**config.mk**
```make
export PLATFORM = sky130hd
export DESIGN_NAME = mbox_irq
export DESIGN_NICKNAME = d
export VERILOG_FILES = /design/src/rtl/mbox_pkg.sv /design/src/rtl/mbox_port_decode.sv /design/src/rtl/mbox_ctrl.sv /design/src/rtl/mbox_flags.sv /design/src/rtl/mbox_irq.sv
export SDC_FILE = /design/constraint.sdc
export NUM_CORES = 1
export LEC_CHECK = 0
export BUFFER_PORTS_ARGS = -buffer_cell sky130_fd_sc_hd__buf_2
export CAP_MARGIN = 10
export CORE_AREA = 2 2 39 41
export DETAILED_ROUTE_END_ITERATION = 10
export DIE_AREA = 0 0 41 43
export PLACE_DENSITY = 0.59
export SYNTH_ARGS = -nofsm -noshare
export SYNTH_HDL_FRONTEND = slang
export SYNTH_HIERARCHICAL = 1
export SYNTH_SLANG_ARGS = --single-unit
```
**constraint.sdc**
```tcl
create_clock -name clk -period 0.8 [get_ports clk]
set_input_delay 0.04 -clock clk [delete_from_list [all_inputs] [get_ports clk]]
set_output_delay 0.04 -clock clk [all_outputs]
set_load 0.01 [all_outputs]
```
**src/rtl/mbox_pkg.sv**
```systemverilog
package mbox_pkg;
  localparam int ADDR_W = 13;
  localparam int PORTS  = 2;
  localparam int LEFT   = 0;
  localparam int RIGHT  = 1;

  typedef struct packed {
    logic setLeft;
    logic clrLeft;
    logic setRight;
    logic clrRight;
  } mboxStrobe_t;
endpackage

```
**src/rtl/mbox_port_decode.sv**
```systemverilog
module mbox_port_decode #(
  parameter int ADDR_W = 13,
  parameter logic [ADDR_W-1:0] OWN_BOX = '1,
  parameter logic [ADDR_W-1:0] PEER_BOX = '1
) (
  input  logic              selN,
  input  logic              rwN,
  input  logic              oeN,
  input  logic [ADDR_W-1:0] addr,
  input  logic              busyN,
  output logic              raisePeer,
  output logic              ackOwn
);
  logic hitOwn;
  logic hitPeer;
  logic active;

  always_comb begin
    hitOwn    = (addr == OWN_BOX);
    hitPeer   = (addr == PEER_BOX);
    active    = ~selN & busyN;
    raisePeer = active & ~rwN & hitPeer;
    ackOwn    = active & ~oeN & hitOwn;
  end
endmodule

```
**src/rtl/mbox_ctrl.sv**
```systemverilog
module mbox_ctrl
  import mbox_pkg::*;
#(
  parameter int AW = ADDR_W
) (
  input  logic [PORTS-1:0]  selN,
  input  logic [PORTS-1:0]  rwN,
  input  logic [PORTS-1:0]  oeN,
  input  logic [AW-1:0]     addr [PORTS],
  input  logic [PORTS-1:0]  busyN,
  output mboxStrobe_t       strobe
);
  localparam logic [AW-1:0] RIGHT_BOX = '1;
  localparam logic [AW-1:0] LEFT_BOX  = RIGHT_BOX - 1'b1;

  logic [PORTS-1:0] raisePeer;
  logic [PORTS-1:0] ackOwn;

  for (genvar p = 0; p < PORTS; p++) begin : g_port
    localparam logic [AW-1:0] OWNB  = (p == LEFT) ? LEFT_BOX  : RIGHT_BOX;
    localparam logic [AW-1:0] PEERB = (p == LEFT) ? RIGHT_BOX : LEFT_BOX;
    mbox_port_decode #(
      .ADDR_W  (AW),
      .OWN_BOX (OWNB),
      .PEER_BOX(PEERB)
    ) u_dec (
      .selN     (selN[p]),
      .rwN      (rwN[p]),
      .oeN      (oeN[p]),
      .addr     (addr[p]),
      .busyN    (busyN[p]),
      .raisePeer(raisePeer[p]),
      .ackOwn   (ackOwn[p])
    );
  end

  always_comb begin
    strobe.setRight = raisePeer[LEFT];
    strobe.clrRight = ackOwn[RIGHT];
    strobe.setLeft  = raisePeer[RIGHT];
    strobe.clrLeft  = ackOwn[LEFT];
  end
endmodule

```
**src/rtl/mbox_flags.sv**
```systemverilog
module mbox_flags
  import mbox_pkg::*;
(
  input  logic        clk,
  input  logic        rst,
  input  mboxStrobe_t strobe,
  output logic        irqLN,
  output logic        irqRN
);
  logic pendLeft;
  logic pendRight;

  always_ff @(posedge clk) begin
    if (rst) begin
      pendLeft  <= 1'b0;
      pendRight <= 1'b0;
    end else begin
      if (strobe.setLeft)       pendLeft <= 1'b1;
      else if (strobe.clrLeft)  pendLeft <= 1'b0;
      if (strobe.setRight)      pendRight <= 1'b1;
      else if (strobe.clrRight) pendRight <= 1'b0;
    end
  end

  assign irqLN = ~pendLeft;
  assign irqRN = ~pendRight;


  set_right_chk: assert property (@(posedge clk) disable iff (rst)
    strobe.setRight |=> !irqRN);

  set_left_chk: assert property (@(posedge clk) disable iff (rst)
    strobe.setLeft |=> !irqLN);

  clr_right_chk: assert property (@(posedge clk) disable iff (rst)
    (strobe.clrRight && !strobe.setRight) |=> irqRN);

  clr_left_chk: assert property (@(posedge clk) disable iff (rst)
    (strobe.clrLeft && !strobe.setLeft) |=> irqLN);
endmodule

```
**src/rtl/mbox_irq.sv**
```systemverilog
module mbox_irq
  import mbox_pkg::*;
(
  input  logic              clk,
  input  logic              rst,
  input  logic              lSelN,
  input  logic              lRwN,
  input  logic              lOeN,
  input  logic [ADDR_W-1:0] lAddr,
  input  logic              lBusyN,
  input  logic              rSelN,
  input  logic              rRwN,
  input  logic              rOeN,
  input  logic [ADDR_W-1:0] rAddr,
  input  logic              rBusyN,
  output logic              irqLN,
  output logic              irqRN
);
  localparam logic [ADDR_W-1:0] TOP_BOX = '1;
  localparam logic [ADDR_W-1:0] LOW_BOX = TOP_BOX - 1'b1;

  logic [ADDR_W-1:0] addrVec [PORTS];
  mboxStrobe_t       strobe;

  assign addrVec[LEFT]  = lAddr;
  assign addrVec[RIGHT] = rAddr;

  mbox_ctrl #(.AW(ADDR_W)) u_ctrl (
    .selN  ({rSelN, lSelN}),
    .rwN   ({rRwN, lRwN}),
    .oeN   ({rOeN, lOeN}),
    .addr  (addrVec),
    .busyN ({rBusyN, lBusyN}),
    .strobe(strobe)
  );

  mbox_flags u_flags (
    .clk   (clk),
    .rst   (rst),
    .strobe(strobe),
    .irqLN (irqLN),
    .irqRN (irqRN)
  );


  reset_idle_chk: assert property (@(posedge clk)
    rst |=> (irqLN && irqRN));

  lbusy_no_raise_chk: assert property (@(posedge clk) disable iff (rst)
    !lBusyN |=> !$fell(irqRN));

  rbusy_no_raise_chk: assert property (@(posedge clk) disable iff (rst)
    !rBusyN |=> !$fell(irqLN));

  lbusy_no_ack_chk: assert property (@(posedge clk) disable iff (rst)
    !lBusyN |=> !$rose(irqLN));

  rbusy_no_ack_chk: assert property (@(posedge clk) disable iff (rst)
    !rBusyN |=> !$rose(irqRN));

  off_box_hold_chk: assert property (@(posedge clk) disable iff (rst)
    (lAddr != TOP_BOX && lAddr != LOW_BOX && rAddr != TOP_BOX && rAddr != LOW_BOX)
      |=> ($stable(irqLN) && $stable(irqRN)));
endmodule

```
* Word-level counts from Yosys, hierarchy flattened
Index checks and enable logic that the tools add are counted.
Word-level totals: logic and storage cells 30, output and inout bits 2, register bits after elaboration 2, input port bits 36
Operators by class: equality and inequality tests 4, reductions and logical operators 2, bitwise operators 18, muxes and demuxes 4
Operator list (number):
- 13-bit == test, second input constant | 4
- 1-bit AND | 10
- 1-bit NOT | 8
- 1-bit 2-to-1 mux | 4
- 2-bit nonzero test | 2

* Longest topological paths before layout
depth after elaboration 6, depth in mapped cells 4

* Modules after synthesis
The synthesis kept the hierarchy.
Modules (own cells, without submodules):
- mbox_port_decode | cells an instance 7, sequential area each 0.0 um2, instances 2, area each 53.8 um2
- mbox_flags | cells an instance 10, sequential area each 40.0 um2, instances 1, area each 77.6 um2

* Worst setup path after synthesis
No wires, ideal clock.
kind input port to flip-flop, from input lSelN, to register u_flags.pendLeft, stages 4, path slack 0.085 ns, data arrival time 0.599 ns, required time 0.684 ns, path through nand4b_1 nor4_1 nand2b_1 a21oi_1
RTL lines:
- start: declaration | line mbox_irq.sv:6 | input logic lSelN,
- end signal: assignment | line mbox_flags.sv:15 | pendLeft <= 1'b0;
- end signal: assignment | line mbox_flags.sv:18 | if (strobe.setLeft) pendLeft <= 1'b1;
- end signal: assignment | line mbox_flags.sv:19 | else if (strobe.clrLeft) pendLeft <= 1'b0;
- end: declaration | line mbox_flags.sv:10 | logic pendLeft;

* Worst setup path in the final report
from register u_flags.pendLeft, to output irqLN
Between the ends: longest elaborated chain between the ends 1
Ends and longest elaborated chain:
- 1-bit NOT | line mbox_flags.sv:25 | assign irqLN = ~pendLeft;
- end: declaration | line mbox_irq.sv:16 | output logic irqLN,
No other way between the ends.

==> key figures <==
Pwr
  – P_leak: 0.1921 nW
  – Peak VDD IR: 0.0002303 V
  – Pwr per Cell Area: 1000 nW/µm²

Detailed routing
  – DRT iter0 DRCs: 3
  – Routed WL: 712 µm
  – Vias per cell: 4.210
  – DRC: 0
  – Wire per inst: 8.790 µm
  – Vias: 341
  – ANT nets after route: 0
  – Detailed Routing Iterations Pass 1: 2

Yosys
  – Synth area leaders: dfxtp_1 (22%), nand4b_1 (19%), nand4_1 (14%), nor4_1 (14%), nand4bb_1 (12%)
  – Yosys warning count: 6
  – Register area share after synthesis: 21.62%
  – Top cell type's share of synthesized area: 21.62%
  – Synthesized area: 185.2 µm²
  – Flops & latches, synth: 2
  – Biggest area consumer among synthesized cells: dfxtp_1
  – Cells after Synth: 24
  – Mapped Nets: 60
  – Yosys cell types: 8
  – Post-synthesis average cell area: 7.716 µm²

Cells and area
  – Layout cell share with drive strength beyond 1: 63.08%
  – Total inserted antenna cells: 0
  – Core Util, Final: 30.65%
  – Final #Nets: 103
  – Final instance area: 424.2 µm²
  – Area Growth Syn to Fin: 129.1%
  – Fill cell total of the finished layout: 165

Timing
  – # setup viols final: 0
  – Final min period: 735.2 ps
  – RSZ-0062 raised after global routing: yes
  – Worst Tran Pin Value: 240.9 ps
  – Fmax: 1360 MHz
  – Final Cycle Share: 91.90%
  – Fin. max-slew vios: 0
  – Max Clock Skew: 0 ps
  – Max_slew headroom: 83.79%
  – Final Hold Fails: 0

Setup path
  – R2r setup slk: 220 ps
  – Crit path buf inv count: 2
  – Reg2reg path depth: 2
  – Reg-to-Reg End: u_flags/pendRight
  – Highest-delay cell along the critical path: dfxtp_1
  – Crit path max fanout: 2
  – Kind of end point of the critical path: output pin
  – CP peak stage delay: 310 ps
  – Setup Crit Path Kind: reg -> out
  – Critical path cell sequence: inv_1, buf_2
  – CP Data Arrival Time: 700 ps
  – CP delay by family, top: flip-flops
  – Worst EP required: 760 ps
  – Critical register-to-register path startpoint: u_flags/pendRight
  – Nature of the critical path startpoint: flip-flop

Global route
  – Vias in the first global route: 320
  – Antenna violations before repair: 0
  – Grt total ovfl: 0
  – First-pass GRT wire length: 1.104 mm
  – Largest net degree at the start of global routing: 3
  – GRT Total Usage: 9.309%

Clock tree
  – CTS tree: built
  – Clock sinks: 2
  – Clk_lat worst skew: 220 ps
  – Clk root buf: clkbuf_4
  – Clock slew at reported path FFs: 30 ps
  – H-tree Lvls: 1
  – TritonCTS buffer count: 3
  – Clk buf depth: 2

Floorplanning
  – Initial Util: 13.38%
  – Die W: 41 µm
  – Row count: 14
  – Full die area: 1763 µm²
  – I/O pins: 38
  – Core Area: 1384 µm²
  – Die height: 43 µm

Placement
  – RePlAce Congestion: 0.6044
  – Area after DPL: 390.4 µm²
  – Buffers on Ports: 37

Flow run
  – Max-capacitance violation count: 0

Min path
  – Critical hold path startpoint: lRwN
  – Hold path cells: 5
  – Hold WC Path Type: in -> reg
  – Hold EP: u_flags/pendRight

Run status
  – Status: complete, no violations
==> per-stage QoR <==
stage                     cells  TNS, ps  hold slack [ps]  power [mW]  setup slack (ps)
after detailed placement     77   -208.2            216.5      0.2031            -106.2
after floorplan              24        0            109.1      0.1176             85.02
after global routing         81   -1.109            221.7      0.4499            -1.109
after CTS                    81        0            176.1      0.4434             35.20
final                        81        0            184.0      0.4241             64.76
after global placement       77   -187.5            215.9      0.2002            -111.8
==> kinds of logic (layout without fill, tap and decap cells) <==
group	after synthesis	in the layout	synth area share, %
and+or+nand+nor	16	16	64.86
buffers and inverters	4	45	8.106
AOI/OAI and AO/OA	2	2	5.406
DFF	2	2	21.62
==> registers in the layout (all words and copies together), names as in the netlist <==
register	cells
u_flags/pendRight	1
u_flags/pendLeft	1
==> worst max path at each step <==
stage                 startpoint                end  slack [ps]  cells past startpoint
2_1_floorplan              lSelN   u_flags/pendLeft          90                      4
3_3_place_gp               rSelN  u_flags/pendRight        -110                      5
3_5_place_dp               lSelN   u_flags/pendLeft        -110                      5
4_1_cts        u_flags/pendRight              irqRN          40                      2
5_1_grt                    rSelN   u_flags/pendLeft          -1                      5
6_report        u_flags/pendLeft              irqLN          60                      2
==> where the power goes <==
part | switching, mW | internal, mW
Clock | 0.0539 | 0.165
Sequential | 0.00000148 | 0.101
Combinational | 0.0313 | 0.0733
==> worst reg2reg max path, delay by kind of cell, from the launching register on <==
family / cells / cell delay, ps
simple gates: 1 / 50
compound gates: 1 / 130
flops: 1 / 320
==> final cells by class <==
class                           count  area [µm²]  share of cell area, %
Inverter                            4       15.01                  3.540
Tap cell                           16       20.02                  4.720
Multi-Input combinational cell     18       130.1                  30.68
Timing Repair Buffer               38       195.2                  46.02
Clock buffer                        3       22.52                  5.310
Sequential cell                     2       41.29                  9.735
==> per-layer routing <==
| metal | up-vias | part of all wire, % | GRT usage, % |
|---|---|---|---|
| li1 | 180 | - | - |
| met4 | 0 | 0 | 10.00 |
| met1 | 143 | 34 | 9.236 |
| met5 | - | 0 | 0 |
| met2 | 18 | 55 | 15.31 |
| met3 | 0 | 10 | 0 |
==> cells in the mapped netlist, drive strengths merged <==
| cell | count |
|---|---|
| nand2b | 2 |
| nor4 | 4 |
| nand4b | 4 |
| nand4bb | 2 |
| inv | 4 |
| a21oi | 2 |
| dfxtp | 2 |
| nand4 | 4 |
==> layout by cell type, fill, tap and decap left out <==
cell           Yosys  routed
inv_1              4       4
dlygate4sd3_1      0       1
nand4b_1           4       4
nand4bb_1          2       2
dfxtp_2            0       1
buf_2              0      37
nor4_1             4       4
dfxtp_1            2       1
a21oi_1            2       2
nand4_1            4       4
nand2b_1           2       2
clkbuf_4           0       3
==> repair_timing <==
action	CTS	global route
gates resized for setup	0	1
setup buffers	0	0
hold buffers	1	0
setup endpoints to repair	0	2
hold endpoints to repair	2	0
Power figures use the tool's default switching activity.
